### src/rtl/dbg_pkg.sv
package dbg_pkg;
  typedef enum logic [1:0] {
    CAUSE_RST   = 2'd0,
    CAUSE_EXT   = 2'd1,
    CAUSE_BKPT  = 2'd2,
    CAUSE_TRACE = 2'd3
  } cause_e;

  localparam int NUM_CAUSES = 4;
  localparam logic SEL_CTRL = 1'b0;
  localparam logic SEL_CNT  = 1'b1;
  localparam int CTRL_REQ   = 0;
  localparam int CTRL_FDB   = 1;
  localparam int CTRL_TREN  = 2;
endpackage

### src/rtl/dbg_cause_arb.sv
module dbg_cause_arb #(
  parameter int N = 4,
  localparam int IW = (N > 1) ? $clog2(N) : 1
) (
  input  logic [N-1:0]  req,
  output logic          any,
  output logic [IW-1:0] idx
);
  always_comb begin
    idx = '0;
    for (int i = N - 1; i >= 0; i--) begin
      if (req[i]) idx = IW'(i);
    end
  end
  assign any = |req;
endmodule

### src/rtl/dbg_trace_ctr.sv
module dbg_trace_ctr #(
  parameter int W = 8
) (
  input  logic         clk,
  input  logic         rst_n,
  input  logic         load,
  input  logic [W-1:0] load_val,
  input  logic         step,
  output logic [W-1:0] cnt,
  output logic         zero
);
  logic [W-1:0] cnt_q;

  always_ff @(posedge clk or negedge rst_n) begin
    if (!rst_n)                      cnt_q <= '0;
    else if (load)                   cnt_q <= load_val;
    else if (step && cnt_q != '0)    cnt_q <= cnt_q - W'(1);
  end

  assign cnt  = cnt_q;
  assign zero = (cnt_q == '0);
endmodule

### src/rtl/dbg_halt_ctrl.sv
module dbg_halt_ctrl
  import dbg_pkg::*;
#(
  parameter int TRACE_W     = 8,
  parameter int RST_FETCHES = 2
) (
  input  logic               clk,
  input  logic               rst_n,
  input  logic               core_rst,
  input  logic               lowpwr,
  input  logic               fetch_latch,
  input  logic               exec_done,
  input  logic               exec_abort,
  input  logic               exec_bkpt,
  input  logic               dbg_release,
  input  logic               cfg_we,
  input  logic               cfg_sel,
  input  logic [TRACE_W-1:0] cfg_wdata,
  output logic               halt,
  output logic               wake_req,
  output logic [1:0]         halt_cause,
  output logic [TRACE_W-1:0] trace_count
);
  localparam int RFW = $clog2(RST_FETCHES + 1);

  logic           halt_q, req_q, fdb_q, tren_q, bkpt_pend_q, rst_pend_q;
  logic [RFW-1:0] rfetch_q;
  logic [1:0]     cause_q;

  logic running, executed, tr_zero, ctrl_wr, cnt_wr;
  logic fire_rst, fire_ext, fire_bkpt, fire_trace, fire_any;
  logic [NUM_CAUSES-1:0] fire_vec;
  logic [1:0] fire_idx;

  assign running  = !halt_q && !core_rst;
  assign ctrl_wr  = cfg_we && (cfg_sel == SEL_CTRL);
  assign cnt_wr   = cfg_we && (cfg_sel == SEL_CNT) && halt_q;
  assign executed = running && !rst_pend_q && exec_done && !exec_abort;

  assign fire_rst   = running && rst_pend_q && fetch_latch &&
                      (rfetch_q == RFW'(RST_FETCHES - 1));
  assign fire_ext   = running && !rst_pend_q && req_q && fetch_latch;
  assign fire_bkpt  = running && !rst_pend_q && bkpt_pend_q && fetch_latch;
  assign fire_trace = executed && tren_q && tr_zero;

  always_comb begin
    fire_vec = '0;
    fire_vec[CAUSE_RST]   = fire_rst;
    fire_vec[CAUSE_EXT]   = fire_ext;
    fire_vec[CAUSE_BKPT]  = fire_bkpt;
    fire_vec[CAUSE_TRACE] = fire_trace;
  end

  dbg_cause_arb #(.N(NUM_CAUSES)) u_arb (
    .req (fire_vec),
    .any (fire_any),
    .idx (fire_idx)
  );

  dbg_trace_ctr #(.W(TRACE_W)) u_trace (
    .clk      (clk),
    .rst_n    (rst_n),
    .load     (cnt_wr),
    .load_val (cfg_wdata),
    .step     (executed && tren_q),
    .cnt      (trace_count),
    .zero     (tr_zero)
  );

  // halt flag and winning cause
  always_ff @(posedge clk or negedge rst_n) begin
    if (!rst_n) begin
      halt_q  <= 1'b0;
      cause_q <= CAUSE_RST;
    end else if (halt_q) begin
      if (dbg_release) halt_q <= 1'b0;
    end else if (fire_any) begin
      halt_q  <= 1'b1;
      cause_q <= fire_idx;
    end
  end

  // control bits
  always_ff @(posedge clk or negedge rst_n) begin
    if (!rst_n) begin
      req_q  <= 1'b0;
      fdb_q  <= 1'b0;
      tren_q <= 1'b0;
    end else begin
      if (ctrl_wr) begin
        fdb_q  <= cfg_wdata[CTRL_FDB];
        tren_q <= cfg_wdata[CTRL_TREN];
      end
      if (halt_q && dbg_release)                req_q <= 1'b0;
      else if (ctrl_wr && cfg_wdata[CTRL_REQ])  req_q <= 1'b1;
    end
  end

  // breakpoint waits for the following fetch
  always_ff @(posedge clk or negedge rst_n) begin
    if (!rst_n)                                bkpt_pend_q <= 1'b0;
    else if (fire_any || dbg_release)          bkpt_pend_q <= 1'b0;
    else if (executed && exec_bkpt && fdb_q)   bkpt_pend_q <= 1'b1;
  end

  // reset path: request seen during core reset halts after N fetches
  always_ff @(posedge clk or negedge rst_n) begin
    if (!rst_n) begin
      rst_pend_q <= 1'b0;
      rfetch_q   <= '0;
    end else if (core_rst) begin
      rst_pend_q <= req_q;
      rfetch_q   <= '0;
    end else if (fire_rst || (halt_q && dbg_release)) begin
      rst_pend_q <= 1'b0;
      rfetch_q   <= '0;
    end else if (running && rst_pend_q && fetch_latch) begin
      rfetch_q   <= rfetch_q + RFW'(1);
    end
  end

  assign halt       = halt_q;
  assign halt_cause = cause_q;
  assign wake_req   = lowpwr && req_q && !halt_q && !core_rst;
endmodule

### config.mk
export PLATFORM = sky130hd
export DESIGN_NAME = dbg_halt_ctrl
export DESIGN_NICKNAME = d
export VERILOG_FILES = /design/src/rtl/dbg_pkg.sv /design/src/rtl/dbg_cause_arb.sv /design/src/rtl/dbg_trace_ctr.sv /design/src/rtl/dbg_halt_ctrl.sv
export SDC_FILE = /design/constraint.sdc
export NUM_CORES = 1
export LEC_CHECK = 0
export BUFFER_PORTS_ARGS = -buffer_cell sky130_fd_sc_hd__buf_4
export CORE_MARGIN = 5
export CORE_UTILIZATION = 45
export CTS_CLUSTER_DIAMETER = 50
export DETAILED_ROUTE_END_ITERATION = 8
export PLACE_DENSITY = 0.72
export SETUP_SLACK_MARGIN = 0.3
export SYNTH_ARGS = -nofsm -noshare
export SYNTH_HDL_FRONTEND = slang
export SYNTH_SLANG_ARGS = --single-unit
### constraint.sdc
create_clock -name clk -period 2.41 [get_ports clk]
set_input_delay 0.241 -clock clk [delete_from_list [all_inputs] [get_ports clk]]
set_output_delay 0.241 -clock clk [all_outputs]
set_load 0.05 [all_outputs]
==> impl_results.md <==
* Hold Vio Cnt, Final at 0
* RSZ-0062 raised after global routing: no
* Detailed Place HPWL at 1740 um
* Critical path class: register to output pin
* Period utilization at 70.6%
* Max_slew headroom at 59.5%
* Core ar. at 0.00217 mm2
* Placed Cells at 159
* Synth Register Bits at 18
* Final critical-path required period at 1.70 ns
* Routed vias/inst at 5.25
* Initial Util at 45.8%
* Total number of vias at 855
* Setup crit end kind: output pin
* Remaining DRCs at 0
* Post-synth EDFFs at 0
* Worst Hold Class: input pin to register
* Ys flop type: dfrtp_1
* Cell Area, Synth at 995 um2
* CTS tree: done
* Post-CTS setup buffers at 0
* Clock Path Buffers at 2
* Top-count cell post-synth: dfrtp_1
* CTS resizes at 0
* Vias in the first global route at 828
* Initial antenna violation count at 0
* CTS root buffer: clkbuf_4
* Final setup TNS at 0 ns
* Largest cells by area after synthesis: dfrtp_1 (45%), nor2_1 (5.3%), a21oi_1 (5.0%), xor2_1 (4.4%), ha_1 (3.8%)
* Clock buffer count from CTS at 3
* Delay-heaviest family, CP: simple AND/OR/NAND/NOR gates
* CP Cell Sequence: nor2_2 -> and3_1 -> buf_4
* CP Buf/Inv Count at 1
* Worst skew pair latency at ~0.3 ns
* Die Y at 57.0 um
* # IOs at 31
* Worst Path Arrival at 1.46 ns
* Max Cap Viol at 0
* First-pass DRT Iterations at 4
* Diodes inserted at 0
* Global placement routability congestion at just over 0.8
* Post-Syn Instances at 103
* Area grow syn2layout at 28.3%
* GR Util All Layers at 14.9%
* Yosys warning count at 0
* Clock transition at path regs at 0.11 ns
* Max H-tree Level at 1
* Per-cell routed wire length at 14.1 um
* First-pass GRT wire length at 3790 um
* Highest clock rate at 588 MHz
* DRT antenna net count at 0
* Wirelength, routed at 2300 um
* Final setup vio count at 0
* Worst Skew at between 0.005 and 0.006 ns
* Yosys cell types at 35
* Mean Syn Cell Area at approximately 9.7 um2
* Commonest cells post-synth: dfrtp_1 (18), nor2_1 (14), a21oi_1 (10)
* Post-Syn Nets at ~130
* Worst Max-Slew Pin Slew at 0.605 ns
* Final non-filler cell total at 163
* Cell Rows at 17
* Asr flop ratio synth at 100%
* Clock sinks at 18
* Required @ worst endpoint at 2.17 ns
* Leakage at 0.580 nW
* Die area at 0.00325 mm2
* Post-synthesis sequential area ratio at a little under half
* Drt first-iter violations at 22
* Largest net degree at the start of global routing at 19
* Crit-path slowest cell: dfrtp_1
* Share of the synthesized area in the top cell type at 45.3%
* Worst-path maximum fanout at 8
* Port bufs at 30
* Nets@finish at between 150 and 200
* Outcome: complete, no violations
* GRT overflow at 0
* Fillcell total at 194
* Power per cell area at 1150 mW/mm2
* Startpoint Class: register
* Post-synth top area cell: dfrtp_1
* Share of layout cells above drive strength 1 at 28.9%
* Die W at 57.0 um
* Slew Limit Fails at 0
* CP max stage delay at 0.47 ns
* VDD IR-drop max at ~0.83 mV
==> registers in the layout (all words and copies together) (netlist names) <==
name / cells
req_q: 1
fdb_q: 1
rst_pend_q: 1
halt_cause: 2
tren_q: 1
bkpt_pend_q: 1
halt: 1
u_trace.cnt: 8
rfetch_q: 2
==> logic make-up after synthesis <==
logic type | synth area share [%]
buf+inv | 3.40
xor+xnor | 6.16
flops | 45.3
mux | 3.14
simple gates | 26.4
compound gates | 11.8
fa+ha+maj | 3.77
==> worst register-to-register path, delay by kind of cell, from the launching register on <==
| family | cells | cell delay [ns] |
|---|---|---|
| AOI/OAI and AO/OA | 1 | 0.08 |
| xor gates and xnor gates | 1 | 0.12 |
| DFF | 1 | 0.47 |
| and+or+nand+nor | 3 | 0.87 |
==> layout by cell type (no fill, tap or decap), drive strengths merged <==
| master | n |
|---|---|
| a21o | 1 |
| a21oi | 10 |
| a31oi | 1 |
| a32o | 1 |
| a41oi | 1 |
| and3 | 3 |
| and4 | 1 |
| buf | 30 |
| clkbuf | 3 |
| dfrtp | 18 |
| dlygate4sd3 | 1 |
| ha | 3 |
| inv | 6 |
| mux2 | 1 |
| mux2i | 2 |
| nand2 | 5 |
| nand2b | 1 |
| nand3 | 8 |
| nand3b | 1 |
| nand4 | 3 |
| nor2 | 15 |
| nor3 | 2 |
| nor3b | 2 |
| nor4 | 2 |
| nor4b | 1 |
| o21a | 1 |
| o21ai | 2 |
| o221ai | 1 |
| o32ai | 1 |
| or2 | 1 |
| xnor2 | 2 |
| xor2 | 5 |
==> path summary, 6_finish.rpt <==
| kind | startpoint | endpoint | slack (ns) | cells past startpoint |
|---|---|---|---|---|
| worst max-delay path | halt | wake_req | 0.71 | 3 |
| worst min-delay path | dbg_release | bkpt_pend_q | 0.12 | 2 |
| worst max register to register | halt | u_trace.cnt[5] | 0.74 | 5 |
| worst min register to register | halt_cause[1] | halt_cause[1] | 0.51 | 1 |
| max in group asynchronous | rst_n | u_trace.cnt[3] | 1.88 | 2 |
| min in group asynchronous | rst_n | halt_cause[1] | 0.33 | 2 |
==> cell type report <==
class / count / area (um2) / share of cell area (%)
flip-flops and latches: 18 / 450 / 35.3
well taps: 28 / 35.0 / 2.75
clock buffers: 3 / 22.5 / 1.76
repair buffers: 31 / 235 / 18.4
inverters: 6 / 22.5 / 1.76
multi-input cells: 77 / 510 / 40.0
==> where the power goes <==
| part | switching, W | internal, W | leakage [nW] |
|---|---|---|---|
| combinational | 0.000498 | 0.000262 | 0.347 |
| sequential | 0.000147 | 0.000407 | 0.219 |
| clock | 0.0000988 | 0.0000584 | 0.0138 |
==> timing repair <==
item	4_1_cts	5_1_grt
endpoints found under the hold margin	18	0
endpoints found under the setup margin	0	0
hold buffers	1	0
==> layer usage <==
metal	part of all wire (%)	global-route usage, %
met1	44	20.1
met2	48	23.2
met3	5.8	2.71
met4	2.2	6.95
met5	0	0
==> per-stage QoR <==
step / util (%) / worst slack [ns] / total power [W] / hold slack [ns] / area (um2)
floorplan: - / 0.563 / 0.00108 / -0.0546 / 995
global placement: 57.3 / 0.791 / 0.00131 / 0.124 / 1240
detailed placement: 57.3 / 0.783 / 0.00132 / 0.124 / 1240
CTS: 58.8 / 0.730 / 0.00147 / 0.129 / 1280
global route: 58.8 / 0.611 / 0.00155 / 0.136 / 1280
finish: 58.8 / 0.709 / 0.00147 / 0.123 / 1280
Power figures use the tool's default switching activity.
